<file path="src/rtl/acc8_pkg.sv">
package acc8_pkg;
  typedef enum logic [3:0] {
    OP_NOOP = 4'h0, OP_GET  = 4'h1, OP_PUT  = 4'h2, OP_ADD  = 4'h3,
    OP_AND  = 4'h4, OP_SHR  = 4'h5, OP_SHL  = 4'h6, OP_IMM  = 4'h7,
    OP_DEC  = 4'h8, OP_SWAP = 4'h9, OP_EXC  = 4'hA, OP_BRZ  = 4'hB,
    OP_BR   = 4'hC, OP_CALL = 4'hD, OP_RET  = 4'hE, OP_HALT = 4'hF
  } op_e;

  typedef enum logic [2:0] {
    ST_FETCH, ST_DEC, ST_OPND, ST_EXEC, ST_HALT
  } state_e;

  function automatic logic has_operand(op_e op);
    return op inside {OP_AND, OP_IMM, OP_BRZ, OP_BR, OP_CALL};
  endfunction
endpackage

</file>
<file path="src/rtl/acc8_decode.sv">
module acc8_decode
  import acc8_pkg::*;
#(
  parameter int DW = 8
) (
  input  logic [DW-1:0] instr_i,
  output op_e           op_o,
  output logic [3:0]    nib_o,
  output logic          two_byte_o
);
  assign op_o       = op_e'(instr_i[7:4]);
  assign nib_o      = instr_i[3:0];
  assign two_byte_o = has_operand(op_o);
endmodule

</file>
<file path="src/rtl/acc8_alu.sv">
module acc8_alu
  import acc8_pkg::*;
#(
  parameter int DW = 8
) (
  input  op_e           op_i,
  input  logic [DW-1:0] ac_i,
  input  logic [DW-1:0] md_i,
  input  logic [DW-1:0] mask_i,
  output logic [DW-1:0] res_o,
  output logic          mask_zero_o
);
  always_comb begin
    unique case (op_i)
      OP_ADD:  res_o = ac_i + md_i;
      OP_SHR:  res_o = ac_i >> 1;
      OP_SHL:  res_o = ac_i << 1;
      default: res_o = ac_i;
    endcase
  end

  assign mask_zero_o = (ac_i & mask_i) == '0;
endmodule

</file>
<file path="src/rtl/acc8_core.sv">
module acc8_core
  import acc8_pkg::*;
#(
  parameter int DW = 8,
  parameter int AW = 8
) (
  input  logic          clk_i,
  input  logic          rst_ni,
  output logic [AW-1:0] mem_addr_o,
  output logic          mem_rd_o,
  input  logic [DW-1:0] mem_rdata_i,
  input  logic [DW-1:0] in_data_i,
  input  logic          in_valid_i,
  output logic          in_ready_o,
  output logic [DW-1:0] out_data_o,
  output logic          out_valid_o,
  input  logic          out_ready_i,
  output logic          halted_o,
  output logic [3:0]    exc_code_o,
  output logic          exc_valid_o
);
  localparam int NW = 4;

  state_e        state_q, state_n;
  logic [AW-1:0] ip_q, ip_n, sr_q, sr_n;
  logic [DW-1:0] ir_q, opnd_q;
  logic [DW-1:0] ac_q, ac_n, cr_q, cr_n, md_q, md_n;
  logic          z_q, z_n;
  logic [NW-1:0] exc_q, exc_n;
  logic          excv_q, excv_n;

  op_e           op;
  logic [NW-1:0] nib;
  logic          two_byte;
  logic [DW-1:0] alu_res;
  logic          mask_zero;
  logic          fetch_two;
  logic [AW-1:0] ip_next_seq, target;
  logic [DW-1:0] cr_dec;

  acc8_decode #(.DW(DW)) u_dec (
    .instr_i    (ir_q),
    .op_o       (op),
    .nib_o      (nib),
    .two_byte_o (two_byte)
  );

  acc8_alu #(.DW(DW)) u_alu (
    .op_i        (op),
    .ac_i        (ac_q),
    .md_i        (md_q),
    .mask_i      (opnd_q),
    .res_o       (alu_res),
    .mask_zero_o (mask_zero)
  );

  assign fetch_two   = has_operand(op_e'(mem_rdata_i[7:4]));
  assign ip_next_seq = ip_q + (two_byte ? AW'(2) : AW'(1));
  assign target      = opnd_q[AW-1:0];
  assign cr_dec      = cr_q - DW'(1);

  // memory port: opcode byte at ip, operand byte at ip+1
  assign mem_rd_o   = (state_q == ST_FETCH) || (state_q == ST_DEC && fetch_two);
  assign mem_addr_o = (state_q == ST_DEC) ? ip_q + AW'(1) : ip_q;

  assign in_ready_o  = (state_q == ST_EXEC) && (op == OP_GET);
  assign out_valid_o = (state_q == ST_EXEC) && (op == OP_PUT);
  assign out_data_o  = ac_q;
  assign halted_o    = (state_q == ST_HALT);
  assign exc_code_o  = exc_q;
  assign exc_valid_o = excv_q;

  always_comb begin
    state_n = state_q;
    ip_n    = ip_q;
    sr_n    = sr_q;
    ac_n    = ac_q;
    cr_n    = cr_q;
    md_n    = md_q;
    z_n     = z_q;
    exc_n   = exc_q;
    excv_n  = 1'b0;
    unique case (state_q)
      ST_FETCH: state_n = ST_DEC;
      ST_DEC:   state_n = fetch_two ? ST_OPND : ST_EXEC;
      ST_OPND:  state_n = ST_EXEC;
      ST_EXEC: begin
        state_n = ST_FETCH;
        ip_n    = ip_next_seq;
        unique case (op)
          OP_NOOP: ;
          OP_GET: begin
            if (in_valid_i) ac_n = in_data_i;
            else begin
              state_n = ST_EXEC;
              ip_n    = ip_q;
            end
          end
          OP_PUT: begin
            if (!out_ready_i) begin
              state_n = ST_EXEC;
              ip_n    = ip_q;
            end
          end
          OP_ADD, OP_SHR, OP_SHL: ac_n = alu_res;
          OP_AND: z_n = mask_zero;
          OP_IMM: begin
            if (nib[0]) cr_n = opnd_q;
            if (nib[1]) ac_n = opnd_q;
            if (nib[2]) md_n = opnd_q;
          end
          OP_DEC: begin
            cr_n = cr_dec;
            z_n  = (cr_dec == '0);
          end
          OP_SWAP: begin
            ac_n = md_q;
            md_n = ac_q;
          end
          OP_EXC: begin
            exc_n  = nib;
            excv_n = 1'b1;
          end
          OP_BRZ: if (z_q) ip_n = target;
          OP_BR:  ip_n = target;
          OP_CALL: begin
            sr_n = ip_next_seq;
            ip_n = target;
          end
          OP_RET: ip_n = sr_q;
          OP_HALT: begin
            ip_n    = '0;
            exc_n   = nib;
            state_n = ST_HALT;
          end
          default: ;
        endcase
      end
      ST_HALT: ;
      default: state_n = ST_FETCH;
    endcase
  end

  always_ff @(posedge clk_i or negedge rst_ni) begin
    if (!rst_ni) begin
      state_q <= ST_FETCH;
      ip_q    <= '0;
      sr_q    <= '0;
      ir_q    <= '0;
      opnd_q  <= '0;
      ac_q    <= '0;
      cr_q    <= '0;
      md_q    <= '0;
      z_q     <= 1'b0;
      exc_q   <= '0;
      excv_q  <= 1'b0;
    end else begin
      state_q <= state_n;
      ip_q    <= ip_n;
      sr_q    <= sr_n;
      ac_q    <= ac_n;
      cr_q    <= cr_n;
      md_q    <= md_n;
      z_q     <= z_n;
      exc_q   <= exc_n;
      excv_q  <= excv_n;
      if (state_q == ST_DEC)  ir_q   <= mem_rdata_i;
      if (state_q == ST_OPND) opnd_q <= mem_rdata_i;
    end
  end
endmodule

</file>
<file path="config.mk">
export PLATFORM = sky130hd
export DESIGN_NAME = acc8_core
export DESIGN_NICKNAME = d
export VERILOG_FILES = /design/src/rtl/acc8_pkg.sv /design/src/rtl/acc8_decode.sv /design/src/rtl/acc8_alu.sv /design/src/rtl/acc8_core.sv
export SDC_FILE = /design/constraint.sdc
export NUM_CORES = 1
export LEC_CHECK = 0
export BUFFER_PORTS_ARGS = -buffer_cell sky130_fd_sc_hd__buf_2
export CORE_MARGIN = 5
export CORE_UTILIZATION = 30
export CTS_CLUSTER_DIAMETER = 80
export CTS_CLUSTER_SIZE = 12
export DETAILED_ROUTE_END_ITERATION = 8
export GPL_TIMING_DRIVEN = 0
export PLACE_DENSITY = 0.43
export SLEW_MARGIN = 20
export SYNTH_ARGS = -nofsm -noshare
export SYNTH_HDL_FRONTEND = slang
export SYNTH_SLANG_ARGS = --single-unit
export TNS_END_PERCENT = 50
</file>
<file path="constraint.sdc">
create_clock -name clk_i -period 3.7 [get_ports clk_i]
set_clock_uncertainty 0.05 [all_clocks]
set_input_delay 0.555 -clock clk_i [delete_from_list [all_inputs] [get_ports clk_i]]
set_output_delay 0.555 -clock clk_i [all_outputs]
set_load 0.01 [all_outputs]
</file>
### Yosys cells after proc, flatten, opt, wreduce, memory -nomap -nowiden

Cells that the tools add are included.

* add/subtract/negate cells: 4
* eq/ne operators: 30
* mux-type cells: 22
* bitwise logic cells: 1
* reduce and logical (&&, ||, !) cells: 23

Operators by type and width (number)
* $mux W8: 8
* $pmux W8 S6: 1
* $eq A4 B4 Y1 const B: 11
* $pmux W8 S2: 2
* $pmux W8 S4: 1
* $eq A4 B3 Y1 const B: 6
* $pmux W8 S3: 1
* $logic_not A8 Y1: 2
* $pmux W3 S5: 1
* $ne A2 B2 Y1 const B: 5
* $reduce_bool A5 Y1: 2
* $pmux W3 S3: 1
* $reduce_and A3 Y1: 3
* $add A8 B1 Y8 const B: 1
* $add A8 B2 Y8: 1
* $add A8 B8 Y8: 1
* $and A8 B8 Y8: 1
* $eq A4 B2 Y1 const B: 2
* $sub A8 B1 Y8 const B: 1
* $eq A3 B2 Y1 const B: 2
* $mux W2: 3
* $reduce_and A2 Y1: 3
* $reduce_bool A2 Y1: 3
* $reduce_and A5 Y1: 1
* other kinds (12): 17

* register bits after elaboration: 65
* input port bits: 20
* output and inout port bits: 25
* word-level logic and storage cells: 91

### Logic depth before layout (Yosys ltp)

Gate-level depths: netlist of run 1.

* word-level depth: 6
* mapped depth: 15
* mapped depth without buffers: 12

### Modules after synthesis

From an unflattened synthesis of run 1, not the netlist that was laid out.

* cells, all modules: 503
* area, all modules: 4769.6 sq um

By module, submodules not included
* acc8_core: times used 1, cells each 407, area an instance 4052.6 sq um, sequential area each 1626.6 sq um
* acc8_alu: times used 1, cells each 83, area an instance 618.1 sq um, sequential area each 0.0 sq um
* acc8_decode: times used 1, cells each 13, area an instance 98.8 sq um, sequential area each 0.0 sq um

### Worst setup path after synthesis of run 1

OpenSTA, ideal clock, no wires.

* kind: reg-to-reg
* start point: register ir_q[7]
* end point: register ip_q[7]
* library setup time: 130 ps
* arrival: 2653 ps
* setup slack: 866 ps
* cell stages (with the launch flop): 13
* buffers on the path: 3
* period minus slack after synthesis: 2834 ps
* cell sequence: dfrtp_1 buf_2 clkbuf_1 clkbuf_1 nor2_1 o21ai_0 nand2_1 ha_1 a21o_1 or3b_2 xnor2_1 a222oi_1 o21ai_0

* word-level cells in the longest chain between the ends: 6
* elaborated cells between the ends (all ways): 20
* those cells by class: add/sub (1); eq/ne (11); mux (5); reduce/logical (3)

Ends and longest elaborated chain
* from (decl): RTL line acc8_core.sv:26 `logic [DW-1:0] ir_q, opnd_q;`
* from (signal assigned): RTL line acc8_core.sv:167 `if (state_q == ST_DEC) ir_q <= mem_rdata_i;`
* $eq A4 B3 Y1 / $eq A4 B4 Y1 (equally long branches): RTL line acc8_pkg.sv:14, acc8_core.sv:90
* $reduce_bool A5 Y1: RTL line acc8_pkg.sv:14 `return op inside {OP_AND, OP_IMM, OP_BRZ, OP_BR, OP_CALL};`
* $mux W2: RTL line acc8_core.sv:58 `assign ip_next_seq = ip_q + (two_byte ? AW'(2) : AW'(1));`
* $add A8 B2 Y8: RTL line acc8_core.sv:58
* $mux W8, on equally long branches: RTL line acc8_core.sv:124, acc8_core.sv:93, acc8_core.sv:100
* $pmux W8 S6: RTL line acc8_core.sv:90 `unique case (op)`
* to (signal assigned): RTL line acc8_core.sv:159 `ip_q <= ip_n;`
* to (decl): RTL line acc8_core.sv:25 `logic [AW-1:0] ip_q, ip_n, sr_q, sr_n;`

Parallel ways exist; a longest one is shown, timed or not. The select of a mux whose other input is x is not followed.
A chain may end at the register's enable or synchronous reset.

### Worst setup path in the final report of run 1

Ends and elaborated chain as after synthesis.

==> results.json, run 1 <==
{
  "cpMaxStageDelayCell": "or3b_2",
  "dr.pass1.iters": 5,
  "drc_errors": 0,
  "ff2ff_path_depth": 13,
  "rsz0062_at_grt": "false",
  "crit_path_end_kind": "flop",
  "worstSetupPathType": "reg2reg",
  "final_area_mm2": 0.00511,
  "antenna_found_initial": 0,
  "numCtsBuffers": 9,
  "syn_area_per_cell_um2": 9.22,
  "post-route-period-util_pct": 90.3,
  "placedInstanceArea_mm2": 0.00480,
  "ys_ff_latch": 65,
  "die_y_um": 130,
  "vias_per_cell": 5.41,
  "slowest_delay_ns": 0.47,
  "max_slew.worst_pin.slew_ns": 0.796,
  "grt_max_degree": 53,
  "synth-edff-count": 0,
  "cp_common_cell": "o21ai_0",
  "ctsHoldBuffers": 0,
  "yosys_most_used_dff": "dfrtp_1",
  "vdd_drop_max_uv": 298,
  "n_fill_cell": 1458,
  "clkLatencyLatePin_ns": 0.35,
  "layout_setup_ws_ns": 0.360,
  "cp_cell_sequence": "buf_2 > clkbuf_1 > clkbuf_2 > nor2_1 > o21ai_0 > nand2_1 > inv_1 > ha_1 > a21o_1 > or3b_2 > xnor2_1 > a222oi_1 > o21ai_0",
  "syn_nets": 503,
  "vias": 3842,
  "dpl.hpwl_um": 9830,
  "fin_crit_ns": 3.34,
  "synth_warnings": 0,
  "final_nets": 559,
  "drive_gt1_share_pct": 22.6,
  "setup_viol": 0,
  "tns_ns": 0,
  "cap_violations": 0,
  "cts_tree": "done",
  "crit_start": "ir_q[7]",
  "wl_per_cell_um": 18.8,
  "port_buffers": 44,
  "wl_um": 13400,
  "p_leak_nw": 2.22,
  "cp.required_ns": 3.86,
  "antenna_left": 0,
  "grt_pass1_vias": 3733,
  "hold_class": "in2async",
  "dieWidth_um": 130,
  "cts.clk_slew.worst_paths_ns": 0.06,
  "num_io_pins": 45,
  "hold_viol": 0,
  "synthArstFlopShare_pct": 100,
  "fmax_ghz": 0.299,
  "placeableCoreArea_mm2": 0.0140,
  "drt_iter0_drc": 304,
  "grt_overflow": 0,
  "synth_cells": 469,
  "powerDensity_mw_per_mm2": 1010,
  "cp-start-kind": "flop",
  "worstPathArrival_ns": 3.50,
  "max_slew_margin_pct": 46.4,
  "pre_cts_ws_ns": 0.263,
  "routabilityCongestion": 0.807,
  "clk_path_buf_depth": 2,
  "cts_max_level": 3,
  "r2r_setup_slack_ns": 0.36,
  "crit_fanout": 10,
  "synth_cell_types": 66,
  "syn2layout_area_growth_pct": 18.2,
  "regToRegEndpoint": "ip_q[7]",
  "root_buffer": "clkbuf_16",
  "status": "completed",
  "clock_sinks": 65,
  "crit_path_end": "ip_q[7]",
  "grt_util_all_layers_pct": 16.2,
  "row_count": 43,
  "report.final.slew_viol_count": 0,
  "initial_core_util_pct": 30.9,
  "grt_pass1_wl_um": 20900,
  "synthesis.area_mm2": 0.00432,
  "die_area_mm2": 0.0169,
  "diodes": 0,
  "ys_seq_area_share_pct": 37.6,
  "regToRegStartpoint": "ir_q[7]"
}
[through the flow]
stage / power [mW] / util (%) / hold WS [ns] / instances
after floorplan: 3.40 / - / 0.209 / 469
after global placement: 4.26 / 34.1 / 0.437 / 693
after detailed placement: 4.28 / 34.3 / 0.383 / 694
after CTS: 5.21 / 36.5 / 0.0121 / 710
after global routing: 5.59 / 36.5 / 0.0196 / 710
final: 5.18 / 36.5 / 0.0147 / 710
[registers in the layout (all words and copies together) (netlist names), 3 cells and up]
signal and cells:
exc_code_o 4, md_q 8, out_data_o 8, opnd_q 8, cr_q 8, state_q 3, ip_q 8, sr_q 8
ir_q 8
[Yosys cell counts (9+ instances only)]
| master | count | share of area (%) |
|---|---|---|
| nand2_1 | 48 | 4.2 |
| clkbuf_1 | 11 | 0.95 |
| a31oi_1 | 10 | 1.4 |
| buf_2 | 15 | 1.7 |
| a221oi_1 | 10 | 2.0 |
| o21ai_0 | 33 | 3.8 |
| inv_1 | 11 | 0.95 |
| xor2_1 | 9 | 1.8 |
| ha_1 | 12 | 3.5 |
| nor2b_1 | 9 | 1.3 |
| xnor2_1 | 13 | 2.6 |
| dfrtp_1 | 65 | 38 |
| nor3_1 | 9 | 1.0 |
| mux2_2 | 23 | 6.0 |
| a21oi_1 | 29 | 3.4 |
| nor2_1 | 36 | 3.1 |
[power by group]
part           switching, mW  internal [mW]  total, mW
combinational           1.54           1.22       2.77
sequential             0.459           1.05       1.51
clock                  0.374          0.536      0.910
total                   2.37           2.81       5.18
[cell families after synthesis]
kind of cell    synth area share [%]
compound gates                  21.9
xor+xnor                        4.46
fa+ha+maj                       4.40
buf+inv                         5.03
flops                           37.6
mux                             7.15
simple gates                    19.4
[final cells by class]
| class | instances | area (um2) | share of cell area, % |
|---|---|---|---|
| Clock buffer | 9 | 225 | 4.41 |
| Inverter | 11 | 41.3 | 0.808 |
| Tap cell | 180 | 225 | 4.41 |
| Multi-Input combinational cell | 361 | 2480 | 48.5 |
| Sequential cell | 65 | 1630 | 31.8 |
| Clock inverter | 7 | 83.8 | 1.64 |
| Timing Repair Buffer | 45 | 250 | 4.90 |
| Buffer | 32 | 178 | 3.48 |
[critical path, delay by kind of cell (launching register included)]
kind | cells | cell delay, ns
xor gates and xnor gates | 1 | 0.15
adders and majority gates | 1 | 0.18
and+or+nand+nor | 3 | 0.67
buffers and inverters | 4 | 1.05
DFF | 1 | 0.39
AOI/OAI and AO/OA | 4 | 0.72
[repair_timing]
action | in CTS | in global routing
endpoints found under the setup margin | 0 | 1
gates resized for setup | 0 | 2
hold endpoints to repair | 0 | 0
buffers inserted | 0 | 0
[cell usage in the layout (no fill, tap or decap), types with 5 or more instances in the layout]
cell type	synthesis	layout
dfrtp_1	65	65
buf_2	15	58
nand2_1	48	48
nor2_1	36	36
o21ai_0	33	33
a21oi_1	29	29
mux2_2	23	23
xnor2_1	13	13
ha_1	12	12
inv_1	11	11
clkbuf_1	11	10
a221oi_1	10	10
a31oi_1	10	10
xor2_1	9	9
nor2b_1	9	9
nor3_1	9	9
clkbuf_16	0	9
nand2b_1	8	8
nand3_1	7	7
a22o_1	7	7
a22oi_1	6	6
a21o_1	6	6
nor3b_1	5	5
and3_1	5	5
a221o_1	5	5
mux2i_1	5	5
[how the worst min path moves through the flow]
| stage | to | slack [ns] | cells after the start |
|---|---|---|---|
| after global placement | ir_q[3] | 0.44 | 1 |
| after CTS | ip_q[7] | 0.01 | 1 |
| after floorplan | cr_q[0] | 0.21 | 0 |
| after detailed placement | ip_q[4] | 0.38 | 1 |
| final | ip_q[4] | 0.01 | 1 |
| after global routing | ip_q[7] | 0.02 | 1 |
[per-layer routing]
metal  track usage (%)  wire length, um  vias up
met3              2.50              528       15
met2              25.6             6180       94
met1              22.7             6440     1898
li1                  -                -     1835
met4              5.56              209        0
met5                 0                0        -
(Power assumes the default switching activity.)
==> inputs of run 2 (changes only) <==
Settings changed: CORE_ASPECT_RATIO set to 1.2, REMOVE_ABC_BUFFERS set to 1.
==> run 2 against run 1 <==
  * Critical path depth is 3 lower
  * Combinational power is 14% lower
  * Global-route usage is 0.61 points lower
  * Flip-flop and latch count stayed put
  * Cell count is 5.1% lower
  * Largest cell class unchanged
  * Core utilization is 2.1 points lower
  * Routed wire length is 4.5% lower
  * Critical endpoint unchanged
  * Count of clock-buffer cells in the layout is 2 higher
  * Maximum frequency is 0.73% lower
==> results.json, run 2 (synthesized netlist as in run 1, its figures left out) <==
{
  "status": "completed",
  "slowest_delay_ns": 0.94,
  "die_area_mm2": 0.0169,
  "antenna_left": 0,
  "cap_violations": 0,
  "p_leak_nw": 2.10,
  "syn2layout_area_growth_pct": 13.7,
  "crit_path_end_kind": "flop",
  "fin_crit_ns": 3.36,
  "powerDensity_mw_per_mm2": 1010,
  "drt_iter0_drc": 206,
  "crit_fanout": 28,
  "fmax_ghz": 0.297,
  "antenna_found_initial": 0,
  "initial_core_util_pct": 30.3,
  "rsz0062_at_grt": "false",
  "post-route-period-util_pct": 90.9,
  "max_slew.worst_pin.slew_ns": 0.991,
  "tns_ns": 0,
  "clock_sinks": 65,
  "multi_input_comb_area_mm2": 0.00249,
  "wl_um": 12700,
  "clkLatencyLatePin_ns": 0.34,
  "cts_max_level": 3,
  "numCtsBuffers": 9,
  "vias_per_cell": 5.47,
  "mostFrequentLayoutCell": "dfrtp_1",
  "postCtsSetupRepairBufs": 0,
  "dr.pass1.iters": 5,
  "wl_per_cell_um": 18.9,
  "dieWidth_um": 120,
  "worstSetupPathType": "reg2reg",
  "cts.clk_slew.worst_paths_ns": 0.06,
  "vias": 3686,
  "routabilityCongestion": 0.842,
  "port_buffers": 44,
  "grt_pass1_vias": 3590,
  "cp.required_ns": 3.85,
  "drc_errors": 0,
  "n_fill_cell": 1504,
  "worstPathArrival_ns": 3.52,
  "root_buffer": "clkbuf_16",
  "dpl.hpwl_um": 9060,
  "final_nets": 528,
  "clk_path_buf_depth": 2,
  "cp_cell_sequence": "nand2_1 > nor2_1 > o21ai_0 > nand2_1 > ha_1 > a21o_1 > or3b_2 > xnor2_1 > a222oi_1 > o21ai_0",
  "max_slew_margin_pct": 33.9,
  "cpMaxStageDelayCell": "dfrtp_1",
  "placeableCoreArea_mm2": 0.0143,
  "setup_viol": 0,
  "utilization_pct": 34.4,
  "critical_path_buf_inv_count": 0,
  "grt_util_all_layers_pct": 15.6,
  "grt_overflow": 0,
  "diodes": 0,
  "row_count": 48,
  "cts_tree": "done",
  "ctsHoldBuffers": 0,
  "critical_path.top_delay_family": "simple AND/OR/NAND/NOR gates",
  "drive_gt1_share_pct": 19.8,
  "hold_class": "in2async",
  "vdd_drop_max_uv": 327,
  "report.final.slew_viol_count": 0,
  "cp-start-kind": "flop",
  "total_power_mw": 4.95,
  "hold_viol": 0,
  "grt_max_degree": 34,
  "grt_pass1_wl_um": 20600,
  "num_io_pins": 45,
  "cts_resized": 0,
  "die_y_um": 142,
  "mostFrequentLayoutCells": "dfrtp_1, nand2_1, buf_2",
  "register_area_mm2": 0.00163
}
run 2: cell types whose count changed in the layout (fill, tap and decap cells not counted), moves of 2 or more:
cell,previous run,this run
buf_6,3,0
clkbuf_1,10,2
buf_2,58,43
clkinv_2,0,2
inv_6,4,0
run 2: report_power, final:
group | total [mW] | switching, mW | internal, mW
Clock | 0.857 | 0.336 | 0.521
Combinational | 2.38 | 1.25 | 1.13
Sequential | 1.71 | 0.671 | 1.04
Total | 4.95 | 2.26 | 2.69
run 2: final cells by class:
cell class	count	share of cell area (%)
multi-input cells	361	50.7
flip-flops and latches	65	33.1
repair buffers	46	5.09
clock buffers	11	4.73
well taps	175	4.45
clock inverters	5	1.15
inverters	11	0.840
run 2: layer usage:
layer,global-route usage (%),routed length (um),vias up
met5,0,0,-
met4,5.61,223,0
met3,2.51,590,13
met2,25.9,6140,91
met1,20.7,5790,1808
li1,-,-,1774
run 2: path summary, 6_finish.rpt:
check / from / cells after the start / slack [ns] / endpoint
max in group asynchronous: rst_ni / 2 / 2.93 / cr_q[1]
worst min register to register: ir_q[3] / 1 / 0.46 / exc_code_o[3]
worst max register to register: ir_q[5] / 10 / 0.34 / ip_q[7]
worst max-delay path: ir_q[5] / 10 / 0.34 / ip_q[7]
worst min-delay path: rst_ni / 1 / 0.11 / md_q[1]
min in group clk_i: mem_rdata_i[1] / 3 / 0.41 / ir_q[1]
run 2: through the flow:
| stage | setup slack (ns) | cells | instance area, um2 | hold slack (ns) |
|---|---|---|---|---|
| detailed placement | 0.354 | 658 | 4620 | 0.446 |
| floorplan | 0.976 | 437 | 4150 | 0.209 |
| CTS | 0.337 | 674 | 4910 | 0.118 |
| global route | 0.0555 | 674 | 4920 | 0.145 |
| global placement | 0.349 | 656 | 4590 | 0.435 |
| finish | 0.336 | 674 | 4920 | 0.112 |
run 2: worst register-to-register path: stages, from the launching register on:
cell	delay [ns]
dfrtp_1	0.94
nand2_1	0.28
nor2_1	0.33
o21ai_0	0.13
nand2_1	0.19
ha_1	0.17
a21o_1	0.14
or3b_2	0.47
xnor2_1	0.15
a222oi_1	0.29
o21ai_0	0.11
